### src/rtl/fwd_pkg.sv
package fwd_pkg;
  localparam int SRC_CNT = 2;
  localparam int SEL_W   = 2;

  typedef enum logic [SEL_W-1:0] {
    SEL_REGFILE = 2'b00,
    SEL_WB      = 2'b01,
    SEL_MEM     = 2'b10
  } opnd_sel_e;

  // strobes passed from the match datapath to the select control
  typedef struct packed {
    logic [SRC_CNT-1:0] memHit;
    logic [SRC_CNT-1:0] wbHit;
  } hit_strobe_t;
endpackage

### src/rtl/fwd_match_dp.sv
module fwd_match_dp
  import fwd_pkg::*;
#(
  parameter int IDX_W = 5
) (
  input  logic [SRC_CNT-1:0][IDX_W-1:0] srcIdx,
  input  logic                          memWrEn,
  input  logic [IDX_W-1:0]              memDst,
  input  logic                          wbWrEn,
  input  logic [IDX_W-1:0]              wbDst,
  output hit_strobe_t                   hits
);
  localparam logic [IDX_W-1:0] ZERO_IDX = '0;

  logic memLive;
  logic wbLive;

  // a producer is live only if it writes and does not target the zero register
  always_comb begin
    memLive = memWrEn && (memDst != ZERO_IDX);
    wbLive  = wbWrEn  && (wbDst  != ZERO_IDX);
  end

  for (genvar s = 0; s < SRC_CNT; s++) begin : g_src
    always_comb begin
      hits.memHit[s] = memLive && (memDst == srcIdx[s]);
      hits.wbHit[s]  = wbLive  && (wbDst  == srcIdx[s]);
    end
  end
endmodule

### src/rtl/fwd_select_ctrl.sv
module fwd_select_ctrl
  import fwd_pkg::*;
(
  input  hit_strobe_t                   hits,
  output logic [SRC_CNT-1:0][SEL_W-1:0] sel
);
  for (genvar s = 0; s < SRC_CNT; s++) begin : g_sel
    always_comb begin
      // younger producer first
      if (hits.memHit[s])     sel[s] = SEL_MEM;
      else if (hits.wbHit[s]) sel[s] = SEL_WB;
      else                    sel[s] = SEL_REGFILE;
    end
  end
endmodule

### src/rtl/fwd_unit.sv
module fwd_unit
  import fwd_pkg::*;
#(
  parameter int IDX_W = 5
) (
  input  logic [IDX_W-1:0] exSrcA,
  input  logic [IDX_W-1:0] exSrcB,
  input  logic             memWrEn,
  input  logic [IDX_W-1:0] memDst,
  input  logic             wbWrEn,
  input  logic [IDX_W-1:0] wbDst,
  output logic [1:0]       selA,
  output logic [1:0]       selB
);
  logic [SRC_CNT-1:0][IDX_W-1:0] srcIdx;
  logic [SRC_CNT-1:0][SEL_W-1:0] sel;
  hit_strobe_t                   hits;

  assign srcIdx[0] = exSrcA;
  assign srcIdx[1] = exSrcB;

  fwd_match_dp #(.IDX_W(IDX_W)) match_i (
    .srcIdx (srcIdx),
    .memWrEn(memWrEn),
    .memDst (memDst),
    .wbWrEn (wbWrEn),
    .wbDst  (wbDst),
    .hits   (hits)
  );

  fwd_select_ctrl ctrl_i (
    .hits(hits),
    .sel (sel)
  );

  assign selA = sel[0];
  assign selB = sel[1];
endmodule

### config.mk
export PLATFORM = sky130hd
export DESIGN_NAME = fwd_unit
export DESIGN_NICKNAME = d
export VERILOG_FILES = /design/src/rtl/fwd_pkg.sv /design/src/rtl/fwd_match_dp.sv /design/src/rtl/fwd_select_ctrl.sv /design/src/rtl/fwd_unit.sv
export SDC_FILE = /design/constraint.sdc
export NUM_CORES = 1
export LEC_CHECK = 0
export BUFFER_PORTS_ARGS = -buffer_cell sky130_fd_sc_hd__buf_4
export CAP_MARGIN = 20
export CORE_AREA = 2 2 39 41
export DETAILED_ROUTE_END_ITERATION = 8
export DIE_AREA = 0 0 41 43
export SLEW_MARGIN = 20
export SYNTH_ARGS = -nofsm -noshare
export SYNTH_HDL_FRONTEND = slang
export SYNTH_HIERARCHICAL = 1
export SYNTH_SLANG_ARGS = --single-unit
export TNS_END_PERCENT = 1
### constraint.sdc
create_clock -name vclk -period 1
set_clock_uncertainty 0.2 [all_clocks]
set_input_delay 0 -clock vclk [all_inputs]
set_output_delay 0 -clock vclk [all_outputs]
set_load 0.02 [all_outputs]
Yosys cells after proc, flatten, opt, wreduce, memory -nomap -nowiden. Cells that the tools add are included. Widths: inputs -> output; s select.

Output and inout bits: 4. Logic and storage cells: 16. Input bits: 22. Register bits: 0.

Reduce and logical (&&, ||, !) cells: 8. Mux-type cells: 4. Equal/unequal tests: 4.

Operators with widths (number): $eq 5x5->1 (4); $reduce_bool 5->1 (2); $logic_and 1x1->1 (6); $mux 2 (2); $mux 1 (2).

Depth between registers and ports, before layout. Gate-level depths: netlist (run 1).

Depth in word-level cells: 5. Depth in mapped cells: 4. Mapped depth without buffers: 4.

By module. Netlist (run 1), hierarchy kept.

Modules (own cells, without submodules): fwd_match_dp (seq. area each 0.0 um^2, cells each 32, area an instance 247.7 um^2, instances 1); fwd_select_ctrl (seq. area each 0.0 um^2, cells each 4, area an instance 42.5 um^2, instances 1).

Least setup slack after synthesis (run 1). OpenSTA, ideal clock, no wires.

Path kind: input to output. Start: input port memDst[1]. End: output port selA[0]. Data required time: 800 ps. Buffers on the path: 0. Stages: 4. Arrival time: 893 ps. Slack: -93 ps. Cell sequence: or4_1 nor2_1 nor4_1 nor2b_4.

RTL lines: start, declared (line fwd_unit.sv:9) `input logic [IDX_W-1:0] memDst,`; end, declared (line fwd_unit.sv:12) `output logic [1:0] selA,`.

==> results.sh, run 1 <==
export IMPL_avgRoutedWirePerCell_um=11.4
export IMPL_drive_gt1_share_pct=62.7
export IMPL_area_growth_pct=116
export IMPL_hold_class="in2out"
export IMPL_antenna_found_initial=0
export IMPL_cp_arrival_ns=1.11
export IMPL_whs_endpoint="selB[0]"
export IMPL_end_kind="output port"
export IMPL_hold_violations=0
export IMPL_ant_nets=0
export IMPL_regArea_um2=0
export IMPL_boundaryPins=26
export IMPL_ys_types=8
export IMPL_ir_drop_mv=0.174
export IMPL_setup_viol=4
export IMPL_syn_inst=36
export IMPL_critPathMaxFanout=2
export IMPL_rows=14
export IMPL_num_clock_buffers=0
export IMPL_avgSynthCellArea_um2=8.06
export IMPL_fin_setup_tns_ns=-1.09
export IMPL_worstHoldStart="wbWrEn"
export IMPL_pre_cts_ws_ns=-0.340
export IMPL_synth_fp_nets=58
export IMPL_core_area_um2=1380
export IMPL_grt_util_all_layers_pct=10.5
export IMPL_die_y_um=43
export IMPL_num_antenna_cells=0
export IMPL_vias=361
export IMPL_crit_required_ns=0.80
export IMPL_grt_pass1_wl_um=1360
export IMPL_postCtsHoldBufs=0
export IMPL_dp_cells=82
export IMPL_finalPower_uw=243
export IMPL_outcome="finished with violations"
export IMPL_finish_net_count=91
export IMPL_grt_max_degree=4
export IMPL_fin_crit_sh_pct=131
export IMPL_fin_ws_ns=-0.305
export IMPL_initial_core_util_pct=21.0
export IMPL_violations="negative setup slack"
export IMPL_tightestPinTransition_ns=0.300
export IMPL_power_density_nw_per_um2=387
export IMPL_max_slew_margin_rel_pct=79.9
export IMPL_start_kind="input pin"
export IMPL_grt_pass1_vias=358
export IMPL_leakage_nw=0.256
export IMPL_die_w_um=41
export IMPL_dpl_hpwl_um=767
export IMPL_finalNonFillerCells=83
export IMPL_synthesis_area_um2=290
export IMPL_drt_wl_total_um=943
export IMPL_yosys_warnings=6
export IMPL_port_buffers=26
export IMPL_drc_errors=0
export IMPL_drv_cap=0
export IMPL_dieArea_um2=1760
export IMPL_slew_viol_final=0
export IMPL_ys_seq_area_share_pct=0
export IMPL_design_seq_count=0
export IMPL_drtIter0Drc=1
export IMPL_holdPathStages=5
export IMPL_overflow=0
export IMPL_period_needed_ns=1.31
export IMPL_max_clock_freq_ghz=0.766
export IMPL_place_congestion=0.786
export IMPL_critPathKind="in2out"
export IMPL_viasPerCell=4.35
export IMPL_rsz0062_at_grt="true"
export IMPL_dr_pass1_iters=2
[cell usage after synthesis (all sizes together)]
master | count | area share [%]
xnor2 | 12 | 36
xor2 | 8 | 24
nand4 | 4 | 8.6
nor4 | 4 | 8.6
buf | 2 | 5.2
nor2 | 2 | 2.6
nor2b | 2 | 9.5
or4 | 2 | 5.2
[cell type report]
type,instances,area (µm²)
fill,147,757
tap,16,20.0
multi-input combinational,34,333
timing repair buffer,33,274
[how the worst max path moves through the flow]
stage / start / endpoint / slack, ns
CTS: memDst[3] / selB[0] / -0.32
global route: wbDst[3] / selA[0] / -0.34
floorplan: memDst[1] / selA[0] / -0.09
global placement: memDst[1] / selB[1] / -0.35
detailed placement: memDst[0] / selA[1] / -0.34
finish: wbDst[1] / selB[0] / -0.31
[through the flow]
| stage | instance area, µm² | util, % | hold slack [ns] |
|---|---|---|---|
| CTS | 598 | 43.2 | 0.258 |
| detailed placement | 536 | 38.7 | 0.217 |
| floorplan | 290 | - | 0.0171 |
| global route | 627 | 45.3 | 0.276 |
| finish | 627 | 45.3 | 0.262 |
| global placement | 536 | 38.7 | 0.217 |
[cell families after synthesis]
kind of cell           count (synthesis)  share of synthesized area, %
XOR/XNOR                              20                          60.3
AND/OR/NAND/NOR                       14                          34.5
buffers and inverters                  2                          5.17
[per-layer routing]
metal  up-vias  global-route usage, %  part of all wire, %
met5         -                      0                    0
met4         0                      0                    0
met3         0                      0                  9.0
met2        16                   19.7                   52
met1       157                   13.3                   39
li1        188                      -                    -
[cells in the final DEF, fill, tap and decap left out]
master	instances
or4_4	1
buf_4	28
buf_6	3
buf_8	2
or4_1	1
nor4_2	1
xnor2_1	11
nor2b_4	2
nor2_4	1
nor4_1	1
nor4_4	2
nand4_1	4
nor2_2	1
xnor2_2	1
xor2_1	8
[worst max-delay path, cell delays in order]
cell	delay, ns
buf_4	0.11
or4_1	0.53
nor2_2	0.13
nor4_1	0.07
nor2b_4	0.12
buf_6	0.13
[power breakdown]
group	total [mW]	leakage, nW	internal (mW)	switching, mW
Combinational	0.243	0.256	0.142	0.100
Clock	0	0	0	0
Sequential	0	0	0	0
[repair_timing]
action	CTS	global route
hold endpoints to repair	0	0
gates resized for setup	13	4
endpoints found under the setup margin	4	4
buffers inserted	0	1
pin swaps	5	6
No activity file was read; power rests on OpenSTA's default activity.
==> run 2, diff against run 1 <==
--- a/config.mk
+++ b/config.mk
@@ -7,10 +7,13 @@
 export LEC_CHECK = 0
 export BUFFER_PORTS_ARGS = -buffer_cell sky130_fd_sc_hd__buf_4
 export CAP_MARGIN = 20
+export CELL_PAD_IN_SITES_DETAIL_PLACEMENT = 1
+export CELL_PAD_IN_SITES_GLOBAL_PLACEMENT = 1
 export CORE_AREA = 2 2 39 41
 export DETAILED_ROUTE_END_ITERATION = 8
 export DIE_AREA = 0 0 41 43
-export SLEW_MARGIN = 20
+export PLACE_DENSITY_LB_ADDON = 0.1
+export REMOVE_ABC_BUFFERS = 1
 export SYNTH_ARGS = -nofsm -noshare
 export SYNTH_HDL_FRONTEND = slang
 export SYNTH_HIERARCHICAL = 1
==> run 2 against run 1 <==
  * The run still ends with negative setup slack left
  * Power up 8.2%
  * Count of clock-buffer cells in the layout unchanged
  * Combinational power up 8%
  * Sequential cell count unchanged
  * Utilization up 2.9 points
  * Sequential share of layout area unchanged
  * First-iteration DRC count down 100%
  * Critical endpoint unchanged
  * Largest power group unchanged
  * Highest routed layer unchanged
==> results.sh, run 2 (synthesized netlist as in run 1, its figures left out) <==
export IMPL_outcome="finished with violations"
export IMPL_violations="negative setup slack"
export IMPL_whs_ns=0.232
export IMPL_num_clock_buffers=0
export IMPL_boundaryPins=26
export IMPL_fin_crit_sh_pct=130
export IMPL_regArea_um2=0
export IMPL_start_kind="input pin"
export IMPL_period_needed_ns=1.30
export IMPL_max_slew_margin_rel_pct=71.9
export IMPL_area_growth_pct=130
export IMPL_rsz0062_at_grt="true"
export IMPL_drive_gt1_share_pct=69.6
export IMPL_end_kind="output port"
export IMPL_hold_violations=0
export IMPL_finalPower_uw=262
export IMPL_dr_pass1_iters=1
export IMPL_pre_cts_ws_ns=-0.412
export IMPL_design_seq_count=0
export IMPL_vias=383
export IMPL_grt_pass1_vias=387
export IMPL_fin_ws_ns=-0.301
export IMPL_drv_cap=0
export IMPL_avgRoutedWirePerCell_um=13.3
export IMPL_initial_core_util_pct=21.0
export IMPL_drc_errors=0
export IMPL_max_clock_freq_ghz=0.768
export IMPL_ant_nets=0
export IMPL_dp_cells=85
export IMPL_leakage_nw=0.279
export IMPL_overflow=0
export IMPL_layout_commonest_cell="buf_4"
export IMPL_fin_setup_tns_ns=-1.07
export IMPL_grt_max_degree=4
export IMPL_die_y_um=43
export IMPL_drt_wl_total_um=1130
export IMPL_slew_viol_final=0
export IMPL_hold_class="in2out"
export IMPL_grt_pass1_wl_um=1660
export IMPL_crit_required_ns=0.80
export IMPL_grt_util_all_layers_pct=13.1
export IMPL_drtIter0Drc=0
export IMPL_finish_net_count=93
export IMPL_layout_common_cells="buf_4 (27), xnor2_1 (9), buf_6 (8), xor2_1 (8), nand4_1 (4)"
export IMPL_core_area_um2=1380
export IMPL_place_congestion=0.702
export IMPL_postCtsHoldBufs=0
export IMPL_dieArea_um2=1760
export IMPL_cp_arrival_ns=1.10
export IMPL_crit_end="selB[0]"
export IMPL_critPathKind="in2out"
export IMPL_startpoint="memDst[4]"
export IMPL_viasPerCell=4.51
export IMPL_num_fill_cells=164
export IMPL_setup_viol=4
export IMPL_antenna_found_initial=0
export IMPL_critPathMaxFanout=2
export IMPL_rows=14
export IMPL_num_antenna_cells=0
export IMPL_port_buffers=26
export IMPL_holdPathStages=4
export IMPL_tightestPinTransition_ns=0.418
export IMPL_power_density_nw_per_um2=394
export IMPL_ir_drop_mv=0.185
export IMPL_finalNonFillerCells=85
export IMPL_die_w_um=41
-- run 2: area by class of cell --
| class | count | area [µm²] | area share [%] |
|---|---|---|---|
| multi-input cells | 34 | 354 | 53.1 |
| well taps | 16 | 20.0 | 3.00 |
| repair buffers | 35 | 293 | 43.9 |
-- run 2: through the flow --
step | utilization [%] | instance area [µm²]
final | 48.2 | 667
after global routing | 48.2 | 667
after CTS | 43.3 | 599
after detailed placement | 40.3 | 558
after global placement | 40.3 | 558
after floorplan | - | 275
-- run 2: layer usage --
| metal | up-vias | GRT usage (%) | wire (µm) | share of wire, % |
|---|---|---|---|---|
| li1 | 193 | - | - | - |
| met2 | 16 | 23.4 | 611 | 54 |
| met5 | - | 0 | 0 | 0 |
| met4 | 0 | 0 | 0 | 0 |
| met1 | 174 | 17.7 | 448 | 40 |
| met3 | 0 | 0 | 70 | 6.2 |
-- run 2: report_power, final --
| group | switching, mW | internal (mW) | total, mW |
|---|---|---|---|
| Clock | 0 | 0 | 0 |
| Sequential | 0 | 0 | 0 |
| Combinational | 0.108 | 0.154 | 0.262 |
-- run 2: worst min path at each step --
stage	to	slack [ns]	startpoint
global route	selB[1]	0.26	memWrEn
detailed placement	selB[1]	0.24	memWrEn
CTS	selB[1]	0.23	memWrEn
floorplan	selA[1]	-0.03	memWrEn
finish	selB[1]	0.23	memWrEn
global placement	selB[1]	0.23	memWrEn
-- run 2: what timing repair did --
action,CTS,global route
pin swaps,4,6
setup endpoints to repair,4,4
resized for setup,11,11
buffers inserted,0,1
gates cloned,0,0
-- run 2: worst max-delay path, stage by stage --
cell and delay (ns):
buf_4 0.11, or4_4 0.54, nor2_4 0.14, nor4_2 0.09, nor2b_4 0.11, buf_6 0.11
